**src/rtl/spi_frame_pkg.sv**
```systemverilog
package spi_frame_pkg;
  localparam int HDR_W = 4;
  localparam int OPM_W = 3;

  typedef enum logic [OPM_W-1:0] {
    OPM_STARTUP = 3'd0,
    OPM_RESTART = 3'd1,
    OPM_NORMAL  = 3'd2,
    OPM_STANDBY = 3'd3,
    OPM_FLASH   = 3'd4
  } opmode_e;

  // Modes in which the application register bank is mapped
  function automatic logic is_app_mode(input logic [OPM_W-1:0] m);
    return (m == OPM_NORMAL) || (m == OPM_STANDBY);
  endfunction

  // Modes in which a framing error forces a reset
  function automatic logic is_boot_mode(input logic [OPM_W-1:0] m);
    return (m == OPM_STARTUP) || (m == OPM_RESTART);
  endfunction
endpackage

```
**src/rtl/spi_frame_sync.sv**
```systemverilog
module spi_frame_sync #(
  parameter int WIDTH  = 3,
  parameter int STAGES = 2,
  parameter logic [WIDTH-1:0] RST_VAL = '0
) (
  input  logic             clk,
  input  logic             rst,
  input  logic [WIDTH-1:0] d,
  output logic [WIDTH-1:0] q
);
  genvar b;
  generate
    for (b = 0; b < WIDTH; b++) begin : g_bit
      logic [STAGES-1:0] chain;
      always_ff @(posedge clk) begin
        if (rst) chain <= {STAGES{RST_VAL[b]}};
        else     chain <= {chain[STAGES-2:0], d[b]};
      end
      assign q[b] = chain[STAGES-1];
    end
  endgenerate
endmodule

```
**src/rtl/spi_frame_rx.sv**
```systemverilog
module spi_frame_rx
  import spi_frame_pkg::*;
#(
  parameter int DATA_W = 12
) (
  input  logic              clk,
  input  logic              rst,
  input  logic              sclk_s,
  input  logic              csn_s,
  input  logic              mosi_s,
  input  logic [OPM_W-1:0]  op_mode,
  input  logic [DATA_W-1:0] rd_data,
  output logic [1:0]        hdr_addr,
  output logic              hdr_rrs,
  output logic              frame_end,
  output logic              frame_ok,
  output logic [1:0]        frame_addr,
  output logic              frame_ro,
  output logic [DATA_W-1:0] frame_data,
  output logic              miso
);
  localparam int FRAME_W = HDR_W + DATA_W;
  localparam int CNT_W   = $clog2(FRAME_W + 2);
  localparam logic [CNT_W-1:0] CNT_FULL = CNT_W'(FRAME_W);
  localparam logic [CNT_W-1:0] CNT_SAT  = CNT_W'(FRAME_W + 1);
  localparam logic [CNT_W-1:0] CNT_HDR  = CNT_W'(HDR_W - 1);

  logic               sclk_d, csn_d;
  logic [CNT_W-1:0]   cnt;
  logic [FRAME_W-1:0] rx_sr, tx_sr;
  logic               sclk_rise, sclk_fall, cs_fall, cs_rise;

  assign sclk_rise = sclk_s & ~sclk_d & ~csn_s;
  assign sclk_fall = ~sclk_s & sclk_d & ~csn_s;
  assign cs_fall   = ~csn_s & csn_d;
  assign cs_rise   = csn_s & ~csn_d;

  // Header as it stands once the fourth bit is being sampled
  assign hdr_addr = rx_sr[2:1];
  assign hdr_rrs  = rx_sr[0];

  always_ff @(posedge clk) begin
    if (rst) begin
      sclk_d     <= 1'b0;
      csn_d      <= 1'b1;
      cnt        <= '0;
      rx_sr      <= '0;
      tx_sr      <= '0;
      miso       <= 1'b0;
      frame_end  <= 1'b0;
      frame_ok   <= 1'b0;
      frame_addr <= '0;
      frame_ro   <= 1'b0;
      frame_data <= '0;
    end else begin
      sclk_d    <= sclk_s;
      csn_d     <= csn_s;
      frame_end <= 1'b0;
      if (cs_fall) begin
        cnt   <= '0;
        tx_sr <= {1'b0, op_mode, {DATA_W{1'b0}}};
        miso  <= 1'b0;
      end else if (sclk_rise) begin
        rx_sr <= {rx_sr[FRAME_W-2:0], mosi_s};
        if (cnt != CNT_SAT) cnt <= cnt + 1'b1;
        if (cnt == CNT_HDR) tx_sr[FRAME_W-2 -: DATA_W] <= rd_data;
      end else if (sclk_fall) begin
        tx_sr <= tx_sr << 1;
        miso  <= tx_sr[FRAME_W-2];
      end
      if (cs_rise) begin
        frame_end  <= 1'b1;
        frame_ok   <= (cnt == CNT_FULL);
        frame_addr <= rx_sr[FRAME_W-1 -: 2];
        frame_ro   <= rx_sr[DATA_W];
        frame_data <= rx_sr[DATA_W-1:0];
      end
    end
  end
endmodule

```
**src/rtl/spi_frame_regs.sv**
```systemverilog
module spi_frame_regs
  import spi_frame_pkg::*;
#(
  parameter int DATA_W     = 12,
  parameter int MODE_CODES = 5,
  parameter int WD_CODES   = 12,
  parameter int IE_SPI_BIT = 0
) (
  input  logic              clk,
  input  logic              rst,
  input  logic [OPM_W-1:0]  op_mode,
  input  logic [1:0]        hdr_addr,
  input  logic              hdr_rrs,
  input  logic              frame_end,
  input  logic              frame_ok,
  input  logic [1:0]        frame_addr,
  input  logic              frame_ro,
  input  logic [DATA_W-1:0] frame_data,
  input  logic [DATA_W-1:0] sys_status,
  input  logic [DATA_W-1:0] sys_diag,
  input  logic [DATA_W-1:0] irq_flags,
  output logic [DATA_W-1:0] rd_data,
  output logic [DATA_W-1:0] mode_q,
  output logic [DATA_W-1:0] int_en_q,
  output logic [DATA_W-1:0] sys_cfg_q,
  output logic [DATA_W-1:0] phy_q,
  output logic [DATA_W-1:0] special_q,
  output logic [DATA_W-1:0] gp0_q,
  output logic [DATA_W-1:0] gp1_q,
  output logic              wd_serve,
  output logic              spi_fail_irq,
  output logic              rst_req
);
  localparam int WD_W   = 4;
  localparam int NREG   = 4;
  localparam logic [OPM_W-1:0] MODE_LIM = OPM_W'(MODE_CODES);
  localparam logic [WD_W-1:0]  WD_LIM   = WD_W'(WD_CODES);

  // Index 1..3: application bank and alternate bank
  logic [DATA_W-1:0] bank_app [1:NREG-1];
  logic [DATA_W-1:0] bank_alt [1:NREG-1];

  logic wr_en, fail, code_ok, app_wr;
  assign wr_en   = frame_end & frame_ok & ~frame_ro;
  assign fail    = frame_end & ~frame_ok;
  assign code_ok = (frame_data[OPM_W-1:0] < MODE_LIM) &&
                   (frame_data[OPM_W+WD_W-1:OPM_W] < WD_LIM);
  assign app_wr  = is_app_mode(op_mode);

  always_ff @(posedge clk) begin
    if (rst) begin
      for (int i = 1; i < NREG; i++) begin
        bank_app[i] <= '0;
        bank_alt[i] <= '0;
      end
      mode_q       <= '0;
      wd_serve     <= 1'b0;
      spi_fail_irq <= 1'b0;
      rst_req      <= 1'b0;
    end else begin
      wd_serve     <= 1'b0;
      spi_fail_irq <= 1'b0;
      rst_req      <= 1'b0;
      if (wr_en) begin
        if (frame_addr == 2'd0) begin
          if (code_ok) begin
            mode_q   <= frame_data;
            wd_serve <= 1'b1;
          end else begin
            rst_req  <= 1'b1;
          end
        end else begin
          for (int i = 1; i < NREG; i++) begin
            if (frame_addr == 2'(i)) begin
              if (app_wr) bank_app[i] <= frame_data;
              else        bank_alt[i] <= frame_data;
            end
          end
        end
      end
      if (fail) begin
        if (is_boot_mode(op_mode))           rst_req      <= 1'b1;
        else if (bank_app[1][IE_SPI_BIT])    spi_fail_irq <= 1'b1;
      end
    end
  end

  always_comb begin
    case (hdr_addr)
      2'd0:    rd_data = hdr_rrs ? sys_diag : sys_status;
      2'd1:    rd_data = !hdr_rrs ? bank_app[1] :
                         (is_app_mode(op_mode) ? irq_flags : bank_alt[1]);
      2'd2:    rd_data = hdr_rrs ? bank_alt[2] : bank_app[2];
      default: rd_data = hdr_rrs ? bank_alt[3] : bank_app[3];
    endcase
  end

  assign int_en_q  = bank_app[1];
  assign sys_cfg_q = bank_app[2];
  assign phy_q     = bank_app[3];
  assign special_q = bank_alt[1];
  assign gp0_q     = bank_alt[2];
  assign gp1_q     = bank_alt[3];
endmodule

```
**src/rtl/spi_frame_ctl.sv**
```systemverilog
module spi_frame_ctl
  import spi_frame_pkg::*;
#(
  parameter int DATA_W      = 12,
  parameter int SYNC_STAGES = 2,
  parameter int MODE_CODES  = 5,
  parameter int WD_CODES    = 12,
  parameter int IE_SPI_BIT  = 0
) (
  input  logic              clk,
  input  logic              rst,
  input  logic              sclk,
  input  logic              csn,
  input  logic              mosi,
  output logic              miso,
  input  logic [2:0]        op_mode,
  input  logic [DATA_W-1:0] sys_status,
  input  logic [DATA_W-1:0] sys_diag,
  input  logic [DATA_W-1:0] irq_flags,
  output logic [DATA_W-1:0] mode_q,
  output logic [DATA_W-1:0] int_en_q,
  output logic [DATA_W-1:0] sys_cfg_q,
  output logic [DATA_W-1:0] phy_q,
  output logic [DATA_W-1:0] special_q,
  output logic [DATA_W-1:0] gp0_q,
  output logic [DATA_W-1:0] gp1_q,
  output logic              wd_serve,
  output logic              spi_fail_irq,
  output logic              rst_req
);
  logic [2:0]        pins_s;
  logic [1:0]        hdr_addr, frame_addr;
  logic              hdr_rrs, frame_end, frame_ok, frame_ro;
  logic [DATA_W-1:0] frame_data, rd_data;

  // bit 2: sclk, bit 1: csn (idles high), bit 0: mosi
  spi_frame_sync #(.WIDTH(3), .STAGES(SYNC_STAGES), .RST_VAL(3'b010)) u_sync (
    .clk (clk),
    .rst (rst),
    .d   ({sclk, csn, mosi}),
    .q   (pins_s)
  );

  spi_frame_rx #(.DATA_W(DATA_W)) u_rx (
    .clk        (clk),
    .rst        (rst),
    .sclk_s     (pins_s[2]),
    .csn_s      (pins_s[1]),
    .mosi_s     (pins_s[0]),
    .op_mode    (op_mode),
    .rd_data    (rd_data),
    .hdr_addr   (hdr_addr),
    .hdr_rrs    (hdr_rrs),
    .frame_end  (frame_end),
    .frame_ok   (frame_ok),
    .frame_addr (frame_addr),
    .frame_ro   (frame_ro),
    .frame_data (frame_data),
    .miso       (miso)
  );

  spi_frame_regs #(
    .DATA_W(DATA_W), .MODE_CODES(MODE_CODES),
    .WD_CODES(WD_CODES), .IE_SPI_BIT(IE_SPI_BIT)
  ) u_regs (
    .clk          (clk),
    .rst          (rst),
    .op_mode      (op_mode),
    .hdr_addr     (hdr_addr),
    .hdr_rrs      (hdr_rrs),
    .frame_end    (frame_end),
    .frame_ok     (frame_ok),
    .frame_addr   (frame_addr),
    .frame_ro     (frame_ro),
    .frame_data   (frame_data),
    .sys_status   (sys_status),
    .sys_diag     (sys_diag),
    .irq_flags    (irq_flags),
    .rd_data      (rd_data),
    .mode_q       (mode_q),
    .int_en_q     (int_en_q),
    .sys_cfg_q    (sys_cfg_q),
    .phy_q        (phy_q),
    .special_q    (special_q),
    .gp0_q        (gp0_q),
    .gp1_q        (gp1_q),
    .wd_serve     (wd_serve),
    .spi_fail_irq (spi_fail_irq),
    .rst_req      (rst_req)
  );
endmodule

```
**config.mk**
```make
export PLATFORM = sky130hd
export DESIGN_NAME = spi_frame_ctl
export DESIGN_NICKNAME = d
export VERILOG_FILES = /design/src/rtl/spi_frame_pkg.sv /design/src/rtl/spi_frame_sync.sv /design/src/rtl/spi_frame_rx.sv /design/src/rtl/spi_frame_regs.sv /design/src/rtl/spi_frame_ctl.sv
export SDC_FILE = /design/constraint.sdc
export NUM_CORES = 1
export LEC_CHECK = 0
export BUFFER_PORTS_ARGS = -buffer_cell sky130_fd_sc_hd__buf_2
export CORE_MARGIN = 5
export CORE_UTILIZATION = 35
export CTS_CLUSTER_DIAMETER = 60
export DETAILED_ROUTE_END_ITERATION = 12
export REMOVE_ABC_BUFFERS = 1
export SLEW_MARGIN = 20
export SYNTH_ARGS = -nofsm -noshare
export SYNTH_HDL_FRONTEND = slang
export SYNTH_SLANG_ARGS = --single-unit
```
**constraint.sdc**
```tcl
create_clock -name clk -period 4.4 [get_ports clk]
set_input_delay 0.44 -clock clk [delete_from_list [all_inputs] [get_ports clk]]
set_output_delay 0.44 -clock clk [all_outputs]
set_load 0.05 [all_outputs]
```
-- Word-level counts from Yosys, hierarchy flattened
Memories as Yosys holds them, arrays and structs flattened.
Cells that the tools add are included.
- bits in writable memories: 72
- register bits: 74
- output and inout port bits: 88
- memories: 2
- input port bits: 44
- logic and storage cells: 139
- memories (memory ; depth ; width ; rd ports ; clocked after Yosys merged registers in ; wr ports ; line ; RTL):
    u_regs.bank_alt ; 3 ; 12 ; 3 ; 0 ; 3 ; spi_frame_regs.sv:41 ; logic [DATA_W-1:0] bank_alt [1:NREG-1];
    u_regs.bank_app ; 3 ; 12 ; 3 ; 0 ; 3 ; spi_frame_regs.sv:40 ; logic [DATA_W-1:0] bank_app [1:NREG-1];
- reductions and logical operators: 17
- $lt $le $gt $ge: 2
- $add $sub $neg: 1
- muxes and demuxes: 59
- bitwise operators: 26
- equality and inequality tests: 13
- operators with widths (kind ; count):
    2-to-1 mux 12 bit ; 13
    2-to-1 mux 1 bit ; 42
    case mux 12 bit (3 select lines) ; 1
    2-to-1 mux 16 bit ; 1
    2-to-1 mux 15 bit ; 1
    inverter 1 bit ; 11
    AND reduction 2 bit ; 5
    AND 1 bit ; 9
    == test 2 bit (second input constant) ; 3
    == test 3 x 2 -> 1 bit (second input constant) ; 2
    bitwise OR 1 bit ; 6
    OR reduction 3 bit ; 2
    adder 5 x 1 -> 5 bit (second input constant) ; 1
    == test 5 x 2 -> 1 bit (second input constant) ; 1
    == test 5 bit (second input constant) ; 1
    inequality test 5 bit (second input constant) ; 1
    == test 2 x 1 -> 1 bit (second input constant) ; 2
    zero test 2 bit ; 2
    < comparator 4 bit (second input constant) ; 1
    == test 3 x 1 -> 1 bit (second input constant) ; 1
    zero test 3 bit ; 1
    < comparator 3 bit (second input constant) ; 1
    2-to-1 mux 3 bit ; 1
    inequality test 3 bit (second input constant) ; 1
    7 further kinds ; 8

-- Logic depth before layout (Yosys ltp)
- word-level depth: 9
- gate-level depth with buffers: 7
- mapped depth without buffers: 7

-- Hierarchy
From an unflattened synthesis, not the netlist that was laid out.
- cells, all modules: 637
- area, all modules: 6897.9 um^2
- modules (own cells, without submodules) (module ; times used ; cells an instance ; area each (um^2) ; sequential area each (um^2)):
    spi_frame_regs ; 1 ; 361 ; 4488.1 ; 2462.4
    spi_frame_rx ; 1 ; 261 ; 2229.6 ; 1061.0
    spi_frame_sync ; 1 ; 15 ; 180.2 ; 120.1

-- Worst setup path before layout
No wires, ideal clock.
- path kind: input port to flip-flop
- from: input port op_mode[1]
- to: register u_regs.bank_app[0][12] (netlist name)
- arrival: 1.776 ns
- path buffers: 1
- required time: 4.017 ns
- library setup time: 0.383 ns
- stages on the path: 4
- slack: 2.240 ns
- cell sequence: nor2b_1 clkbuf_1 nand3_1 o21bai_1
- RTL lines (item ; line ; RTL):
    from (decl) ; spi_frame_ctl.sv:16 ; input logic [2:0] op_mode,

-- Worst setup path after layout
- from: register u_rx.cnt[0]
- to: register u_rx.tx_sr[7]
- word-level cells in the longest chain between the ends: 3
- RTL lines (item ; line ; RTL):
    from (decl) ; spi_frame_rx.sv:29 ; logic [CNT_W-1:0] cnt;
    from (signal assigned) ; spi_frame_rx.sv:65 ; if (cnt != CNT_SAT) cnt <= cnt + 1'b1;
    == test 5 x 2 -> 1 bit ; spi_frame_rx.sv:66 ; if (cnt == CNT_HDR) tx_sr[FRAME_W-2 -: DATA_W] <= rd_data;
    inequality test 2 bit (no source line) ; - ;
    AND reduction 2 bit (no source line) ; - ;
    to (signal assigned) ; spi_frame_rx.sv:61 ; tx_sr <= {1'b0, op_mode, {DATA_W{1'b0}}};
    to (signal, indexed assignment) ; spi_frame_rx.sv:66 ;
    to (signal assigned) ; spi_frame_rx.sv:68 ; tx_sr <= tx_sr << 1;
    to (decl) ; spi_frame_rx.sv:30 ; logic [FRAME_W-1:0] rx_sr, tx_sr;
Every way passes these cells.
A chain may end at the register's enable or synchronous reset.

==> results.py <==
metrics = {
    "detailed_routing": {
        "routed_via_density": 5.12,
        "drc": 0,
        "finalWirelength_um": 19300,
        "vias": 5105,
        "first_pass_iters": 5,
        "wl_per_cell_um": 19.3,
        "drt_iter0_drc": 467,
        "ant_nets": 0,
    },
    "power": {
        "ir_worst_vdd_mv": 0.310,
        "power_density_nw_per_um2": 388,
        "p_leak_uw": 0.00316,
    },
    "global_route": {
        "grt_overflow": 0,
        "grt_pass1_wl_um": 29600,
        "grt_pass1_vias": 5143,
        "track_usage": 0.181,
        "grt_max_degree": 45,
        "grt_antenna_before_repair": 0,
    },
    "finish": {
        "area_growth_pct": 22.4,
        "diodes": 0,
        "final_nets": 803,
        "postLayoutCellArea_um2": 7880,
        "multi_input_area_um2": 2620,
        "register_area_um2": 3640,
        "final_util": 0.437,
        "fillCellCount": 1764,
        "drive_gt1_frac": 0.255,
    },
    "worst_setup_path": {
        "crit_type": "flop to flop",
        "worstPathCellList": "ha_1 -> nand4bb_1 -> or4_1 -> nor2_1 -> o221ai_1 -> o21ai_0",
        "start_kind": "flop",
        "crit_slowest_cell": "or4_1",
        "worstSetupEndpointType": "flop",
        "crit_required_ns": 4.75,
        "reg2reg_depth": 6,
        "arrival_ns": 2.95,
        "max_stage_delay_ns": 0.67,
        "crit_path_max_fanout": 10,
    },
    "sta": {
        "slew_headroom": 0.239,
        "rsz0062_at_grt": "no",
        "whs_ns": 0.221,
        "timing.final.crit_period_ns": 2.60,
        "tns_ns": 0,
        "worst-slew-pin-transition_ns": 1.14,
        "finalSetupViolCount": 0,
        "finalCritPeriodShare": 0.591,
        "setup_ws_ns": 1.80,
        "drv_slew": 0,
        "timing.fmax_mhz": 385,
        "skew_ns": 0.00824,
        "timing.final.hold_violations": 0,
    },
    "run_status": {
        "status": "finished, final reports clean",
    },
    "clocking": {
        "cts_setup_buffers": 0,
        "htree_num_levels": 4,
        "ctsRootBufferMaster": "clkbuf_16",
        "cts_resized": 0,
        "clkLatencyLatePin_ns": 0.42,
        "cts_hold_buf": 0,
        "numCtsBuffers": 17,
        "tritoncts": "yes",
        "cts.sinks": 146,
        "clock_path_buffers": 2,
        "path_clk_slew_ns": 0.06,
    },
    "logic_synthesis": {
        "synthesis.area_um2": 6440,
        "synth_top_area_frac": 0.336,
        "syn_avg_cell_area_um2": 10.1,
        "synth_area_leaders": "edfxtp_1 (34%), dfxtp_1 (23%), and2_1 (7.0%)",
        "synthArstFlopShare": 0,
        "yosys.cell_types.count": 44,
        "synth_cells": 636,
        "yosysSeqAreaShare": 0.566,
        "yosys_warnings": 0,
        "synth_area_leader_cell": "edfxtp_1",
        "synth_edf_count": 72,
        "ys_ff_latch": 146,
        "ys.flop_type": "dfxtp_1",
    },
    "floorplan": {
        "core_um2": 18000,
        "die_x_um": 146,
        "ioPinCount": 132,
        "initial_core_util": 0.357,
        "placementRows": 49,
        "die_area_um2": 21200,
        "die_h_um": 146,
    },
    "placement": {
        "place_hpwl_um": 13700,
        "io_buffers": 131,
        "gp_congestion": 0.833,
        "placed_area_um2": 7320,
        "pre_cts_slack_ns": 1.44,
    },
    "worst_hold_path": {
        "hold_class": "primary input to flop",
        "hold_path_depth": 2,
    },
    "flow_run": {
        "maxCapViolCount": 0,
    },
}
## sequential cells by signal (all words and copies together), names as in the netlist
signal,count
u_regs.bank_alt,36
u_regs.bank_app,36
u_regs.mode_q,12
u_regs.rst_req,1
u_regs.spi_fail_irq,1
u_regs.wd_serve,1
u_rx.cnt,5
u_rx.csn_d,1
u_rx.frame_addr,2
u_rx.frame_data,12
u_rx.frame_end,1
u_rx.frame_ok,1
u_rx.frame_ro,1
u_rx.rx_sr,16
u_rx.sclk_d,1
u_rx.tx_sr,13
u_sync.g_bit.chain,6
## cell usage in the layout, fill, tap and decap left out, types with 2 or more instances in the layout
cell type    n
nand3_1      4
nor3b_1      2
a2111oi_0    2
nand2b_1     8
nor4b_1      2
clkbuf_16   17
o21bai_1     5
clkbuf_8     2
o221ai_1     9
a31oi_1      9
buf_4       13
a311o_1      2
o21ai_0     44
mux2_2      20
nor4bb_1     2
inv_1        4
a21oi_1     48
edfxtp_1    72
clkbuf_1     6
nor2_1      38
nor4_1       5
a211oi_1     4
mux2i_1     22
nor3_1       2
bufinv_16    2
nand2_1     92
nand4_1      2
nor2b_1     17
ha_1         3
buf_2      131
and3_1      10
and2_1      72
or2_2        4
clkinv_2     4
dfxtp_1     73
## area by class of cell
type / instances / share of cell area
timing repair buffer: 144 / 0.0956
clock buffer: 25 / 0.0603
inverter: 4 / 0.00191
clock inverter: 7 / 0.0106
tap: 229 / 0.0364
multi-input combinational: 443 / 0.333
sequential: 146 / 0.463
## cells by family after synthesis
family / count (synthesis) / share of synthesized area
xor gates and xnor gates: 2 / 0.00272
adders and majority gates: 3 / 0.00583
buffers and inverters: 47 / 0.0274
DFF: 146 / 0.566
and+or+nand+nor: 266 / 0.211
muxes: 42 / 0.0692
AOI/OAI and AO/OA: 130 / 0.118
## metrics by stage
stage               std cells  total power [uW]
floorplan                 593              1620
global placement          966              1700
detailed placement        966              1700
CTS                       998              3070
global route              998              3160
finish                    998              3060
## Yosys cell counts, types with 4 or more instances
cell / count
a21oi_1: 48
o21bai_1: 6
inv_1: 4
nor4_1: 5
and2_1: 72
or2_2: 4
nand2_1: 92
nor2b_1: 17
dfxtp_1: 74
and3_1: 10
mux2_2: 20
o21ai_0: 44
clkbuf_1: 39
mux2i_1: 22
buf_1: 4
o221ai_1: 9
edfxtp_1: 72
a211oi_1: 4
a31oi_1: 9
nand2b_1: 8
nor2_1: 38
nand3_1: 4
## report_power, final
group | total [uW] | switching, uW | internal, uW
sequential | 1470 | 20.1 | 1450
clock | 1390 | 528 | 859
combinational | 200 | 148 | 51.6
## path summary, 6_finish.rpt
path	from	endpoint	slack (ns)
setup reg to reg	u_rx.cnt[0]	u_rx.tx_sr[7]	1.80
hold / removal	csn	u_sync.g_bit[1].chain[0]	0.22
hold reg to reg	u_sync.g_bit[1].chain[0]	u_sync.g_bit[1].chain[1]	0.41
setup / recovery	u_rx.cnt[0]	u_rx.tx_sr[7]	1.80
## layer usage
| metal | GRT usage | vias to the layer above | share of wire |
|---|---|---|---|
| li1 | - | 2472 | - |
| met1 | 0.236 | 2430 | 0.44 |
| met2 | 0.298 | 177 | 0.48 |
| met3 | 0.0442 | 26 | 0.060 |
| met4 | 0.0555 | 0 | 0.019 |
| met5 | 0 | - | 0 |
## worst max-delay path: cells and delay by family (launching register included)
kind,cells,cell delay (ns)
AO/OA/AOI/OAI,2,0.39
adder cells (fa/ha/maj),1,0.18
flip-flops,1,0.43
AND/OR/NAND/NOR,3,1.53
(Power assumes the default switching activity.)
